<file path="src/rtl/jpc_pkg.sv">
package jpc_pkg;
  typedef enum logic [2:0] {
    JK_NONE,
    JK_ALWAYS,
    JK_CARRY,
    JK_EQ,
    JK_GT
  } jkind_t;

  localparam int NUM_SLOTS = 4;
endpackage

</file>
<file path="src/rtl/jpc_decode.sv">
module jpc_decode #(
  parameter int AW = 8
) (
  input  logic          wr_en,
  input  logic [AW-1:0] wr_addr,
  output jpc_pkg::jkind_t kind
);
  localparam logic [AW-1:0] TOP = '1;
  localparam int NS = jpc_pkg::NUM_SLOTS;

  // slot g matches address TOP-g
  logic [NS-1:0] hit;
  genvar g;
  for (g = 0; g < NS; g++) begin : g_slot
    assign hit[g] = wr_en && (wr_addr == (TOP - AW'(g)));
  end

  always_comb begin
    kind = jpc_pkg::JK_NONE;
    if (hit[0])      kind = jpc_pkg::JK_ALWAYS;
    else if (hit[1]) kind = jpc_pkg::JK_CARRY;
    else if (hit[2]) kind = jpc_pkg::JK_EQ;
    else if (hit[3]) kind = jpc_pkg::JK_GT;
  end
endmodule

</file>
<file path="src/rtl/jpc_cond.sv">
module jpc_cond (
  input  jpc_pkg::jkind_t kind,
  input  logic            flag_carry,
  input  logic            flag_eq,
  input  logic            flag_gt,
  output logic            take
);
  always_comb begin
    unique case (kind)
      jpc_pkg::JK_ALWAYS: take = 1'b1;
      jpc_pkg::JK_CARRY:  take = flag_carry;
      jpc_pkg::JK_EQ:     take = flag_eq;
      jpc_pkg::JK_GT:     take = flag_gt;
      default:            take = 1'b0;
    endcase
  end
endmodule

</file>
<file path="src/rtl/jpc_reg.sv">
module jpc_reg #(
  parameter int AW = 8
) (
  input  logic          clk,
  input  logic          clr,
  input  logic          load,
  input  logic [AW-1:0] load_val,
  input  logic          inc,
  output logic [AW-1:0] pc
);
  localparam logic [AW-1:0] ONE = AW'(1);

  always_ff @(posedge clk or posedge clr) begin
    if (clr)       pc <= '0;
    else if (load) pc <= load_val;
    else if (inc)  pc <= pc + ONE;
  end
endmodule

</file>
<file path="src/rtl/jump_pc.sv">
module jump_pc #(
  parameter int AW = 8
) (
  input  logic          clk,
  input  logic          clr,
  input  logic          wr_en,
  input  logic [AW-1:0] wr_addr,
  input  logic [AW-1:0] wr_data,
  input  logic          inc,
  input  logic          flag_carry,
  input  logic          flag_eq,
  input  logic          flag_gt,
  output logic [AW-1:0] pc
);
  jpc_pkg::jkind_t kind;
  logic            take;

  jpc_decode #(.AW(AW)) u_dec (
    .wr_en   (wr_en),
    .wr_addr (wr_addr),
    .kind    (kind)
  );

  jpc_cond u_cond (
    .kind       (kind),
    .flag_carry (flag_carry),
    .flag_eq    (flag_eq),
    .flag_gt    (flag_gt),
    .take       (take)
  );

  jpc_reg #(.AW(AW)) u_reg (
    .clk      (clk),
    .clr      (clr),
    .load     (take),
    .load_val (wr_data),
    .inc      (inc),
    .pc       (pc)
  );
endmodule

</file>
<file path="config.mk">
export PLATFORM = sky130hd
export DESIGN_NAME = jump_pc
export DESIGN_NICKNAME = d
export VERILOG_FILES = /design/src/rtl/jpc_pkg.sv /design/src/rtl/jpc_decode.sv /design/src/rtl/jpc_cond.sv /design/src/rtl/jpc_reg.sv /design/src/rtl/jump_pc.sv
export SDC_FILE = /design/constraint.sdc
export NUM_CORES = 1
export LEC_CHECK = 0
export CAP_MARGIN = 25
export CORE_AREA = 3 3 40 42
export DETAILED_ROUTE_END_ITERATION = 10
export DIE_AREA = 0 0 43 45
export DONT_BUFFER_PORTS = 1
export GPL_ROUTABILITY_DRIVEN = 0
export REMOVE_ABC_BUFFERS = 1
export SLEW_MARGIN = 20
export SYNTH_ARGS = -nofsm -noshare
export SYNTH_HDL_FRONTEND = slang
export SYNTH_SLANG_ARGS = --single-unit
</file>
<file path="constraint.sdc">
create_clock -name clk -period 1.81 [get_ports clk]
set_input_delay 0.181 -clock clk [delete_from_list [all_inputs] [get_ports clk]]
set_output_delay 0.181 -clock clk [all_outputs]
set_load 0.03 [all_outputs]
</file>
### Word-level counts from Yosys, hierarchy flattened

Index checks and enable logic that the tools add are counted.

* bits of input ports: 23
* flip-flop bits (word level): 8
* word-level logic and storage cells: 22

* equality and inequality tests: 8
* $add $sub $neg: 1
* reduce and logical (&&, ||, !) cells: 5
* muxes and demuxes: 7

Operators with widths (count)
* $eq A8 B8 Y1 const B: 4
* $mux W8: 2
* $mux W3: 4
* $add A8 B1 Y8 const B: 1
* $eq A3 B2 Y1 const B: 2
* $logic_and A1 B1 Y1: 4
* $pmux W1 S4: 1
* $eq A3 B1 Y1 const B: 1
* $eq A3 B3 Y1 const B: 1
* $reduce_bool A2 Y1: 1

### Depth between registers and ports, before layout

Gate-level depths: netlist of run 1.

* depth in word-level cells: 9
* depth in mapped cells: 4
* gate-level depth less buffers: 4

### Cells and area by module

A second synthesis of run 1 with hierarchy kept.

* cells, all modules: 62
* area, all modules: 548.0 sq um

Modules (own cells, without submodules)
* jpc_reg: sequential area each 200.2 sq um, area each 445.4 sq um, instances 1, cells an instance 50
* jpc_decode: sequential area each 0.0 sq um, area each 57.6 sq um, instances 1, cells an instance 7
* jpc_cond: sequential area each 0.0 sq um, area each 45.0 sq um, instances 1, cells an instance 5

### Least setup slack after synthesis of run 1

Ideal clock, no wire load.

* path kind: register to register
* start point: register u_reg.pc[0]
* end point: register u_reg.pc[1]
* buffers on the path: 0
* data arrival time: 1322 ps
* slack: 363 ps
* required time: 1685 ps
* cell stages (with the launch flop): 4
* cell sequence: dfrtp_1 -> ha_1 -> mux2_2 -> mux2_4

* word-level cells in the longest chain between the ends: 3

RTL lines
* start: declaration: RTL line jpc_reg.sv:9 `output logic [AW-1:0] pc`
* start signal: assignment: RTL line jpc_reg.sv:15 `else if (load) pc <= load_val;`
* start signal: assignment: RTL line jpc_reg.sv:16 `else if (inc) pc <= pc + ONE;`
* $add A8 B1 Y8: RTL line jpc_reg.sv:16
* $mux W8: RTL line jpc_reg.sv:16
* $mux W8: RTL line jpc_reg.sv:15

No other way between the ends. The select of a mux whose other input is x is not followed.
A chain may end at the register's enable or synchronous reset.

### Worst setup path in the final report of run 1

* start point: register u_reg.pc[1]
* end point: register u_reg.pc[1]

The elaborated chain is that of the path after synthesis.

==> results.sh, run 1 <==
export IMPL_leakage_nw=0.283
export IMPL_numCtsBuffers=3
export IMPL_viasPerCell=5.39
export IMPL_antenna_left=0
export IMPL_vias=345
export IMPL_power_density_mw_per_mm2=1790
export IMPL_synth_common_cells="dfrtp_1 (8), mux2_4 (8), xnor2_1 (6)"
export IMPL_syn_inst=41
export IMPL_skew_ps=3.91
export IMPL_hold_class="primary input to flip-flop"
export IMPL_drt_first_pass_iters=2
export IMPL_grt_max_degree=9
export IMPL_max_stage_delay_ps=560
export IMPL_outcome="complete, no violations"
export IMPL_syn_cell_area_um2=509
export IMPL_diodes=0
export IMPL_ys_warn_count=0
export IMPL_path_cells="ha_1 -> mux2_2 -> mux2_4"
export IMPL_dp_hpwl_um=880
export IMPL_cts_hold_buf=1
export IMPL_synth_distinct_cells=17
export IMPL_drv_cap=0
export IMPL_synth_edf_count=0
export IMPL_synth_area_per_cell_um2=12.4
export IMPL_cp_required_ps=1950
export IMPL_drive_gt1_frac=0.408
export IMPL_finalHoldViolCount=0
export IMPL_r2r_cells=3
export IMPL_core_area_mm2=0.00128
export IMPL_start_util=0.396
export IMPL_synthArstFlopShare=1.00
export IMPL_grt_pass1_wl_um=1670
export IMPL_fillers=130
export IMPL_ys_seq_elements=8
export IMPL_routed_wirelength_um=1020
export IMPL_nNetsFinal=75
export IMPL_final_setup_viol_count=0
export IMPL_area_growth_syn_to_layout_pct=16.0
export IMPL_dp_cells=60
export IMPL_slew_headroom=0.741
export IMPL_clock_root_buffer="clkbuf_4"
export IMPL_worst_pin_slew_ps=389
export IMPL_top_register="u_reg.pc"
export IMPL_die_h_um=45
export IMPL_grt_pass1_vias=398
export IMPL_crit_path_start_kind="flip-flop"
export IMPL_design_power_total_w=0.00106
export IMPL_synth_area_leaders="dfrtp_1 (39%), mux2_4 (24%), xnor2_1 (10%), nand4_1 (4.9%), ha_1 (2.5%)"
export IMPL_cts_setup_buffers=0
export IMPL_path_class="flip-flop to flip-flop"
export IMPL_slew_viol_final=0
export IMPL_synth_top_cell_by_area="dfrtp_1"
export IMPL_antenna_found_initial=0
export IMPL_rows=13
export IMPL_htree_levels=1
export IMPL_crit_fanout=4
export IMPL_clkTransAtPathRegs_ps=60
export IMPL_cts_buffer_depth=2
export IMPL_final_core_util=0.460
export IMPL_grt_ovfl_total=0
export IMPL_max_freq_mhz=670
export IMPL_drc=0
export IMPL_min_period_over_period=0.825
export IMPL_reg_top3="u_reg.pc (8)"
export IMPL_drt_iter0_drc=1
export IMPL_dieWidth_um=43
export IMPL_largest_reg_flops=8
export IMPL_clock_sinks=8
export IMPL_whs_ps=71.3
export IMPL_post_drt_wl_per_cell_um=15.9
export IMPL_post_cts_resized=0
export IMPL_ir_drop_mv=0.784
export IMPL_critPathArrivalTime_ps=1630
export IMPL_port_buffers=0
export IMPL_io_pins=31
export IMPL_grt_setup_unrepaired="false"
export IMPL_synth_top_area_frac=0.393
export IMPL_period_needed_ps=1490
export IMPL_ys_flop_type="dfrtp_1"
export IMPL_cts_tree="built"
export IMPL_dieArea_mm2=0.00194
export IMPL_tns_ps=0
export IMPL_clock_latency_ps=250
export IMPL_slowest_stage="dfrtp_1"
export IMPL_whs_path_depth=1
export IMPL_final_cells=64
export IMPL_worst_setup_path_end_kind="flip-flop"
export IMPL_grtUsageTotal=0.121
export IMPL_synth_seq_area_share=0.393
[cells in the final DEF, fill, tap and decap left out]
cell type      n
and3_1         1
and3_4         1
buf_4          4
clkbuf_4       3
dfrtp_1        8
dlygate4sd3_1  1
ha_1           1
inv_1          1
mux2_2         1
mux2_4         8
mux2i_1        1
nand2_1        3
nand2_4        1
nand3_1        1
nand4_1        4
nor2_2         1
o21ai_0        1
o21ai_2        1
xnor2_1        6
xor2_1         1
[final timing paths]
| kind | slack (ps) | end | start |
|---|---|---|---|
| setup / recovery | 320 | u_reg.pc[1]$_DFFE_PP0P_ | u_reg.pc[1]$_DFFE_PP0P_ |
| hold reg to reg | 770 | u_reg.pc[1]$_DFFE_PP0P_ | u_reg.pc[0]$_DFFE_PP0P_ |
| max in group asynchronous | 1260 | u_reg.pc[7]$_DFFE_PP0P_ | clr |
| setup reg to reg | 320 | u_reg.pc[1]$_DFFE_PP0P_ | u_reg.pc[1]$_DFFE_PP0P_ |
| hold / removal | 70 | u_reg.pc[4]$_DFFE_PP0P_ | wr_data[4] |
| min in group asynchronous | 310 | u_reg.pc[1]$_DFFE_PP0P_ | clr |
[per-layer routing]
layer / global-route usage / share of wire / wire length, um
met1: 0.123 / 0.38 / 384
met2: 0.192 / 0.49 / 495
met5: 0 / 0 / 0
met4: 0.0723 / 0 / 0
met3: 0.0717 / 0.14 / 139
[cell families (layout without fill, tap and decap cells)]
logic type / count (synthesis) / after routing / synth area share
buf+inv: 1 / 9 / 0.00736
simple gates: 12 / 12 / 0.150
xor+xnor: 7 / 7 / 0.120
flops: 8 / 8 / 0.393
fa+ha+maj: 1 / 1 / 0.0246
mux: 10 / 10 / 0.278
compound gates: 2 / 2 / 0.0270
[critical path, delay by kind of cell (launching register included)]
family     cells  cell delay (ps)
fa+ha+maj      1              310
flops          1              560
mux            2              510
[stage by stage]
stage / worst slack (ps) / area (um2)
detailed placement: 308 / 558
global route: 232 / 591
CTS: 304 / 591
finish: 317 / 591
floorplan: 363 / 509
global placement: 343 / 558
[where the power goes]
group | internal (W) | switching [W]
sequential | 0.000262 | 0.000140
combinational | 0.000283 | 0.000234
clock | 0.0000761 | 0.0000631
total | 0.000620 | 0.000438
[final cells by class]
class	instances	area, um2	area share
Sequential cell	8	200	0.339
Multi-Input combinational cell	32	305	0.517
Clock buffer	3	22.5	0.0381
Tap cell	15	18.8	0.0318
Inverter	1	3.75	0.00636
Timing Repair Buffer	5	40.0	0.0678
No activity file was read; power rests on OpenSTA's default activity.
==> run 2, diff against run 1 <==
- clock period: 1.81 -> 1.5 ns (I/O delays scaled with it)
==> run 2 against run 1 <==
Against the previous run:
- critical endpoint unchanged
- largest power group unchanged
- first-iteration DRC count rose to 4.0 times the previous value
- routed wire length is 12% higher
- utilization rose by 1.8 points
- fmax up 13%
- cell count is 4.7% higher
==> results.sh, run 2 (synthesis results as in run 1) <==
export IMPL_period_needed_ps=1320
export IMPL_cts_setup_buffers=0
export IMPL_min_period_over_period=0.879
export IMPL_hold_class="primary input to flip-flop"
export IMPL_fin_ws_ps=181
export IMPL_outcome="complete, no violations"
export IMPL_critPathArrivalTime_ps=1460
export IMPL_clkTransAtPathRegs_ps=50
export IMPL_finalHoldViolCount=0
export IMPL_cts_hold_buf=1
export IMPL_antenna_left=0
export IMPL_leakage_nw=0.298
export IMPL_met2_usage=0.237
export IMPL_worst_pin_slew_ps=349
export IMPL_dieArea_mm2=0.00194
export IMPL_worst_setup_path_end_kind="flip-flop"
export IMPL_io_pins=31
export IMPL_diodes=0
export IMPL_dp_cells=63
export IMPL_start_util=0.396
export IMPL_drv_cap=0
export IMPL_combPwrFrac=0.576
export IMPL_grt_pass1_wl_um=1880
export IMPL_drive_gt1_frac=0.442
export IMPL_p_int_w=0.000797
export IMPL_seqPwrFrac=0.302
export IMPL_use_met1=0.137
export IMPL_top_usage_layer="met2"
export IMPL_post_drt_wl_per_cell_um=17.0
export IMPL_final_cells=67
export IMPL_dp_hpwl_um=942
export IMPL_crit_path_start_kind="flip-flop"
export IMPL_slew_headroom=0.767
export IMPL_cts_tree="built"
export IMPL_slew_viol_final=0
export IMPL_grt_ovfl_total=0
export IMPL_cp_required_ps=1640
export IMPL_skew_ps=0.339
export IMPL_drc=0
export IMPL_p_sw_frac=0.408
export IMPL_final_cell_mix="mux2_4 (8), dfrtp_1 (8), buf_4 (7)"
export IMPL_area_growth_syn_to_layout_pct=20.4
export IMPL_top_register="u_reg.pc"
export IMPL_largest_reg_flops=8
export IMPL_numCtsBuffers=3
export IMPL_max_freq_mhz=758
export IMPL_antenna_found_initial=0
export IMPL_core_area_mm2=0.00128
export IMPL_gr_usage_met3=0.0717
export IMPL_reg_top3="u_reg.pc (8)"
export IMPL_p_clk_frac=0.122
export IMPL_vias=363
export IMPL_rows=13
export IMPL_clock_sinks=8
export IMPL_dp_slack_ps=188
export IMPL_die_h_um=45
export IMPL_routed_wirelength_um=1140
export IMPL_post_cts_resized=0
export IMPL_drt_first_pass_iters=4
export IMPL_power_density_mw_per_mm2=2200
export IMPL_whs_ps=43.9
export IMPL_viasPerCell=5.42
export IMPL_nNetsFinal=78
export IMPL_clock_root_buffer="clkbuf_4"
export IMPL_grt_setup_unrepaired="false"
export IMPL_ir_drop_mv=1.08
export IMPL_path_class="flip-flop to flip-flop"
export IMPL_cts_buffer_depth=2
export IMPL_drt_iter0_drc=4
export IMPL_grt_pass1_vias=414
export IMPL_final_setup_viol_count=0
export IMPL_clock_latency_ps=250
export IMPL_port_buffers=0
export IMPL_tns_ps=0
export IMPL_grt_max_degree=9
export IMPL_dieWidth_um=43
export IMPL_crit_fanout=3
export IMPL_htree_levels=1
export IMPL_p_switching_w=0.000550
export IMPL_grtUsageTotal=0.138
run 2: power by group through the flow:
stage / sequential [W] / combinational (W) / clock (W)
2_1_floorplan: 0.000616 / 0.000342 / 0
3_3_place_gp: 0.000394 / 0.000758 / 0
3_5_place_dp: 0.000409 / 0.000782 / 0
4_1_cts: 0.000406 / 0.000788 / 0.000168
5_1_grt: 0.000420 / 0.000831 / 0.000181
6_report: 0.000407 / 0.000776 / 0.000164
run 2: through the flow:
step / utilization / total power, W / instance area [um2]
floorplan: - / 0.000957 / 509
global placement: 0.452 / 0.00115 / 581
detailed placement: 0.452 / 0.00119 / 581
CTS: 0.477 / 0.00136 / 613
global route: 0.477 / 0.00143 / 613
finish: 0.477 / 0.00135 / 613
run 2: routing by layer:
metal	wire (um)	vias to the layer above	share of wire
li1	-	169	-
met1	415	166	0.36
met2	572	26	0.50
met3	140	2	0.12
met4	10	0	0.0088
met5	0	-	0
run 2: cell type report:
class,count,area (um2)
inverter,1,3.75
clock buffer,3,22.5
fill,129,672
sequential,8,200
multi-input combinational,32,305
timing repair buffer,8,62.6
tap,15,18.8
run 2: worst max-delay path, cell delays in order (launching register included):
cell,delay (ps)
dfrtp_1,400
ha_1,290
mux2_2,260
mux2_4,250
run 2: final timing paths:
kind | startpoint | end | slack (ps) | depth (start not counted)
hold reg to reg | u_reg.pc[6]$_DFFE_PP0P_ | u_reg.pc[6]$_DFFE_PP0P_ | 690 | 2
hold / removal | wr_data[6] | u_reg.pc[6]$_DFFE_PP0P_ | 40 | 1
max in group asynchronous | clr | u_reg.pc[5]$_DFFE_PP0P_ | 970 | 2
min in group asynchronous | clr | u_reg.pc[0]$_DFFE_PP0P_ | 290 | 2
setup / recovery | u_reg.pc[0]$_DFFE_PP0P_ | u_reg.pc[1]$_DFFE_PP0P_ | 180 | 3
setup reg to reg | u_reg.pc[0]$_DFFE_PP0P_ | u_reg.pc[1]$_DFFE_PP0P_ | 180 | 3
